File: src/rtl/rtc_bus_front.sv
module rtc_bus_front #(
  parameter int ADDR_W = 17,
  parameter int NREG   = 7
) (
  input  logic                clk,
  input  logic                rst_n,
  input  logic [ADDR_W-1:0]   addr,
  input  logic [7:0]          din,
  input  logic                cs_n,
  input  logic                oe_n,
  input  logic                we_n,
  output logic [7:0]          dout,
  output logic                dout_en,
  output logic                ram_sel,
  input  logic                pwr_fail,
  output logic                pfo_n,
  input  logic                cnt_tick,
  input  logic [NREG*8-1:0]   cnt_time,
  input  logic                sq_512,
  output logic                load_stb,
  output logic [NREG*8-1:0]   load_time
);
  localparam int TW = NREG * 8;
  localparam logic [TW-1:0] KEEP = 56'hFF_1F_3F_47_3F_7F_FF;
  localparam int DAY_FT = 3 * 8 + 6;
  localparam int SEC_OSC = 7;

  logic acc, clk_hit, wr;
  logic [2:0] idx;
  logic [5:0] lane;
  logic wbit_q, rbit_q, load_q;
  logic [TW-1:0] vis_q;
  logic [63:0] vis_x;
  logic [7:0] rd_byte;

  assign acc     = ~cs_n & ~pwr_fail;
  assign clk_hit = &addr[ADDR_W-1:3];
  assign idx     = addr[2:0];
  assign wr      = acc & ~we_n;
  assign ram_sel = acc & ~clk_hit;
  assign dout_en = acc & we_n & ~oe_n & clk_hit;
  assign pfo_n   = ~pwr_fail;

  always_ff @(posedge clk or negedge rst_n) begin
    if (!rst_n) begin
      wbit_q <= 1'b0;
      rbit_q <= 1'b0;
      load_q <= 1'b0;
      vis_q  <= '0;
    end else begin
      load_q <= 1'b0;
      if (wr && clk_hit && idx == 3'd0) begin
        wbit_q <= din[7];
        rbit_q <= din[6];
        if (wbit_q && !din[7]) load_q <= 1'b1;
      end
      if (wbit_q) begin
        if (wr && clk_hit) begin
          for (int i = 1; i <= NREG; i++)
            if (idx == 3'(i))
              vis_q[(i-1)*8 +: 8] <= din & KEEP[(i-1)*8 +: 8];
        end
      end else if (!rbit_q && cnt_tick) begin
        vis_q <= cnt_time & KEEP;
      end
    end
  end

  assign vis_x = {{(64-TW){1'b0}}, vis_q};
  assign lane  = {idx - 3'd1, 3'b000};

  always_comb begin
    if (idx == 3'd0) rd_byte = {wbit_q, rbit_q, 6'b0};
    else             rd_byte = vis_x[lane +: 8];
    if (idx == 3'd1 && vis_q[DAY_FT] && !vis_q[SEC_OSC]) rd_byte[0] = sq_512;
  end

  assign dout      = dout_en ? rd_byte : 8'h00;
  assign load_stb  = load_q;
  assign load_time = vis_q;

  p_hold_r3: assert property (@(posedge clk) disable iff (!rst_n)
    (rbit_q && !wbit_q) |=> $stable(vis_q));
  p_stage_r5: assert property (@(posedge clk) disable iff (!rst_n)
    (wbit_q && !wr) |=> $stable(vis_q));
  p_strobe_once_r5: assert property (@(posedge clk) disable iff (!rst_n)
    load_stb |=> !load_stb);
  p_strobe_cause_r5: assert property (@(posedge clk) disable iff (!rst_n)
    load_stb |-> (!wbit_q && $past(wbit_q)));
  p_ignore_r6: assert property (@(posedge clk) disable iff (!rst_n)
    (!wbit_q && !cnt_tick) |=> $stable(vis_q));
  p_mask_r7: assert property (@(posedge clk) disable iff (!rst_n)
    (vis_q & ~KEEP) == '0);
  p_pfail_r10: assert property (@(posedge clk) disable iff (!rst_n)
    pwr_fail |-> (!pfo_n && !dout_en && !ram_sel));
endmodule

File: config.mk
export PLATFORM = sky130hd
export DESIGN_NAME = rtc_bus_front
export DESIGN_NICKNAME = d
export VERILOG_FILES = /design/src/rtl/rtc_bus_front.sv
export SDC_FILE = /design/constraint.sdc
export NUM_CORES = 1
export LEC_CHECK = 0
export ABC_AREA = 1
export BUFFER_PORTS_ARGS = -buffer_cell sky130_fd_sc_hd__clkbuf_2
export CAP_MARGIN = 15
export CORE_UTILIZATION = 50
export CTS_CLUSTER_DIAMETER = 40
export DETAILED_ROUTE_END_ITERATION = 10
export PLACE_DENSITY_LB_ADDON = 0.08
export SLEW_MARGIN = 20
export SYNTH_ARGS = -nofsm -noshare
export SYNTH_HDL_FRONTEND = slang
export SYNTH_SLANG_ARGS = --single-unit
File: constraint.sdc
create_clock -name clk -period 3.54 [get_ports clk]
set_input_delay 0.354 -clock clk [delete_from_list [all_inputs] [get_ports clk]]
set_output_delay 0.354 -clock clk [all_outputs]
set_load 0.01 [all_outputs]
# Word-level counts from Yosys, hierarchy flattened

Index checks and enable logic that the tools add are counted.

Equal/unequal tests: 15
Shifts and indexed selects: 1
Muxes and demuxes: 15
Bitwise operators: 11
Reductions and logical operators: 19
Add/sub/neg operators: 1

Operators by type and width:

| kind                                                  | number |
|---|---|
| 2-to-1 mux 56 bit                                     | 3 |
| 2-to-1 mux 8 bit                                      | 9 |
| variable part select 64 x 7 -> 8 bit                  | 1 |
| AND reduction 3 bit                                   | 7 |
| inequality test 2 x 1 -> 1 bit, second input constant | 8 |
| AND reduction 14 bit                                  | 1 |
| == test 3 bit, second input constant                  | 4 |
| AND 1 bit                                             | 6 |
| == test 3 x 2 -> 1 bit, second input constant         | 2 |
| logical AND 1 bit                                     | 6 |
| NOT 1 bit                                             | 5 |
| == test 3 x 1 -> 1 bit, second input constant         | 1 |
| logical NOT 1 bit                                     | 3 |
| logical NOT 3 bit                                     | 1 |
| 2-to-1 mux 1 bit                                      | 3 |
| subtractor 3 x 1 -> 3 bit, second input constant      | 1 |
| nonzero test 2 bit                                    | 1 |

Input port bits: 89
Output and inout bits: 68
Register bits: 59

# Logic depth before layout (Yosys ltp)

Depth after elaboration: 6
Mapped depth: 11
Depth with buffers taken out: 9

# Worst setup path after synthesis

Ideal clock, no wire load.

Path kind: input-to-output
Start: in addr[0]
End: out dout[1]
Cell stages on the path: 10
Arrival: 1,939 ps
Slack: 1,247 ps
Data required time: 3,186 ps
Path through: buf_4 clkinv_1 buf_4 ha_1 buf_2 buf_2 o21ai_0 o21ai_0 nand2_1 a21oi_1

Cells in the longest elaborated chain, start to end: 4
Elaborated cells between the ends (all ways): 5
Those cells by class: add/sub: 1; shift: 1; mux: 2; reduce/logical: 1

Ends and longest elaborated chain:

| item                                 | RTL line | RTL |
|---|---|---|
| start: declaration                   | 7        | `input logic [ADDR_W-1:0] addr,` |
| subtractor 3 x 1 -> 3 bit            | 70       | `assign lane = {idx - 3'd1, 3'b000};` |
| variable part select 64 x 7 -> 8 bit | 74       | `else rd_byte = vis_x[lane +: 8];` |
| 2-to-1 mux 8 bit *                   | 73       | `if (idx == 3'd0) rd_byte = {wbit_q, rbit_q, 6'b0};` |
| 2-to-1 mux 8 bit *                   | 78       | `assign dout = dout_en ? rd_byte : 8'h00;` |
| end: declaration                     | 12       | `output logic [7:0] dout,` |

Every way passes the cells marked *; elsewhere a longest branch is shown, timed or not.

# Final worst setup path

Start: in addr[0]
End: out dout[4]

The elaborated chain is that of the path after synthesis.

==> out/metrics.yaml <==
fin_skew_ns: 0.0104
avgSynthCellArea_um2: 6.46
hold_viol_final: 0
post-route-min-period_ns: 2.76
boundaryPins: 157
crit_fanout: 19
yosysWarnings: 0
grt_pass1_vias: 2908
relSlewSlack_pct: 55.8
placed_cells: 690
track_usage_pct: 28.3
dieArea_mm2: 0.00676
dr.pass1.iters: 5
drv_slew: 0
drcViolationCount: 0
area_growth_pct: 21.4
gr-total-overflow: 0
antenna_found_initial: 0
tightest_slew_ns: 0.658
dp_hpwl_um: 7010
p_leak_nw: 2.44
n_antenna_cell: 0
insertion_delay_ns: 0.30
drt-total-wl_um: 9400
routabilityCongestion: 0.875
vias: 3576
cp.arrival_ns: 2.41
grt_pass1_wl_um: 14200
post_route_cells_drive_above_1_share_pct: 25.1
post_cts_buffers: 0
fmax_ghz: 0.362
cts_max_level: 2
min_period_over_period_pct: 78.0
cts_buffers: 5
path_clk_slew_ns: 0.08
worstSetupPathType: "in2out"
setup_tns_ns: 0
power_w: 0.00125
synth.top_cell.area_share_pct: 36.5
synth-seq-area-share_pct: 36.5
power.density_mw_per_mm2: 319
n_fill_cell: 597
cts-resized-gates: 0
hp-class: "in2async"
core_mm2: 0.00606
ys_seq_elements: 47
syn_area_mm2: 0.00322
cts_hold_buffers: 0
reg2reg_from: "wbit_q$_DFFE_PN0P_"
yosys-top-cells-area: "dfrtp_1 (37%), nand2_1 (29%), nand3_1 (8.7%)"
ant_nets: 0
synth_cell_types: 27
row_count: 28
grt_max_degree: 52
first_iter_violations: 302
routed_via_density: 5.14
cts_buffer_depth: 2
die_x_um: 82.2
numPortBuffers: 132
r2r_cells: 4
clock-sinks: 47
synthCells: 498
rsz0062_at_grt: "no"
cts_root_buf: "clkbuf_8"
nNetsFinal: 716
crit_path_start_kind: "primary input"
start_util_pct: 53.1
drv_cap: 0
r2r-end: "load_time[52]$_DFFE_PN0P_"
stdcell_count: 696
wl_per_cell_um: 13.5
setup_violations: 0
status: "completed"
yosysTopAreaCell: "dfrtp_1"
hold_ws_ns: 0.0739
reg2reg_slack_ns: 1.66
die_height_um: 82.2
ir_drop_mv: 0.220
critPathCaptureType: "primary output"
cts_tree: "done"
worst-endpoint-required_ns: 3.19
kinds of logic after synthesis:
family                     after synthesis  share of synthesized area (%)
and+or+nand+nor                        345                           44.6
buffers and inverters                   59                           10.0
DFF                                     47                           36.5
AOI/OAI and AO/OA                       39                           6.26
adders and majority gates                5                           1.94
xor gates and xnor gates                 2                          0.544
other                                    1                          0.116
where the power goes:
group	leakage, nW	switching (W)	internal (W)
combinational	1.83	0.000187	0.000126
sequential	0.578	0.0000426	0.000581
clock	0.0361	0.000179	0.000131
synth_stat cells:
library cell	number
buf_6	1
buf_4	19
o21ai_2	1
o21ai_0	26
nor2_1	27
buf_8	1
nand3_2	1
ha_1	5
a21oi_1	11
dfrtp_1	47
or2_4	1
nor2_4	1
xnor2_1	1
nand2_2	2
nand4_1	1
conb_1	1
nand2_1	247
nor3_1	3
inv_2	3
xor2_1	1
and2_1	1
o211ai_1	1
buf_2	9
clkinv_1	1
inv_1	25
nand3_1	56
nand2_4	5
worst max path at each step:
stage          slack [ns]  startpoint  cells after the start  endpoint
6_report             0.78     addr[0]                      9   dout[4]
5_1_grt              0.54     addr[0]                      9   dout[4]
4_1_cts              0.78     addr[0]                      9   dout[4]
3_5_place_dp         0.82     addr[0]                      9   dout[3]
3_3_place_gp         0.84     addr[0]                      9   dout[3]
2_1_floorplan        1.25     addr[0]                     10   dout[1]
layer usage:
metal  share of wire (%)  wire length, um  global-route usage (%)  vias up
li1                    -                -                       -     1789
met4                 1.5              139                    6.49        0
met2                  47             4410                    46.7      196
met5                   0                0                       0        -
met1                  43             4070                    38.7     1575
met3                 8.2              774                    4.73       16
registers in the layout, summed over array words and instances (netlist names):
| signal | flops |
|---|---|
| load_stb | 1 |
| load_time | 44 |
| rbit_q | 1 |
| wbit_q | 1 |
metrics by stage:
step	cell area (um2)	util [%]	worst slack (ns)
floorplan	3260	-	1.25
global placement	3830	63.2	0.843
detailed placement	3830	63.2	0.817
CTS	3910	64.5	0.778
global route	3910	64.5	0.535
finish	3910	64.5	0.779
placed cells by master (no fill, tap or decap):
master,synthesis,routed
o21ai_2,1,1
inv_1,25,25
nand3_1,56,56
o21ai_0,26,26
clkinv_1,1,1
inv_2,3,3
clkbuf_2,0,132
nor2_4,1,1
nand2_1,247,247
nor2_1,27,27
nand3_2,1,1
clkinvlp_4,0,1
nand2_4,5,5
a21oi_1,11,11
nand4_1,1,1
or2_4,1,1
clkbuf_8,0,5
conb_1,1,12
dfrtp_1,47,47
o211ai_1,1,1
ha_1,5,5
nor3_1,3,3
xor2_1,1,1
buf_4,19,4
nand2_2,2,2
and2_1,1,1
xnor2_1,1,1
critical path, cell delays in order:
cell	delay (ns)
clkbuf_2	0.09
clkinv_1	0.05
buf_4	0.20
ha_1	0.68
inv_1	0.32
a21oi_1	0.23
o21ai_0	0.11
a21oi_1	0.20
clkbuf_2	0.16
cell type report:
class	instances	area (um2)	area share [%]
clock buffer	5	68.8	1.76
clock inverter	1	7.51	0.192
inverter	29	109	2.79
multi-input combinational	403	1760	45.1
sequential	47	1180	30.1
tap	75	93.8	2.40
timing repair buffer	136	691	17.7
Note: power is estimated with default switching activity, not from simulation.
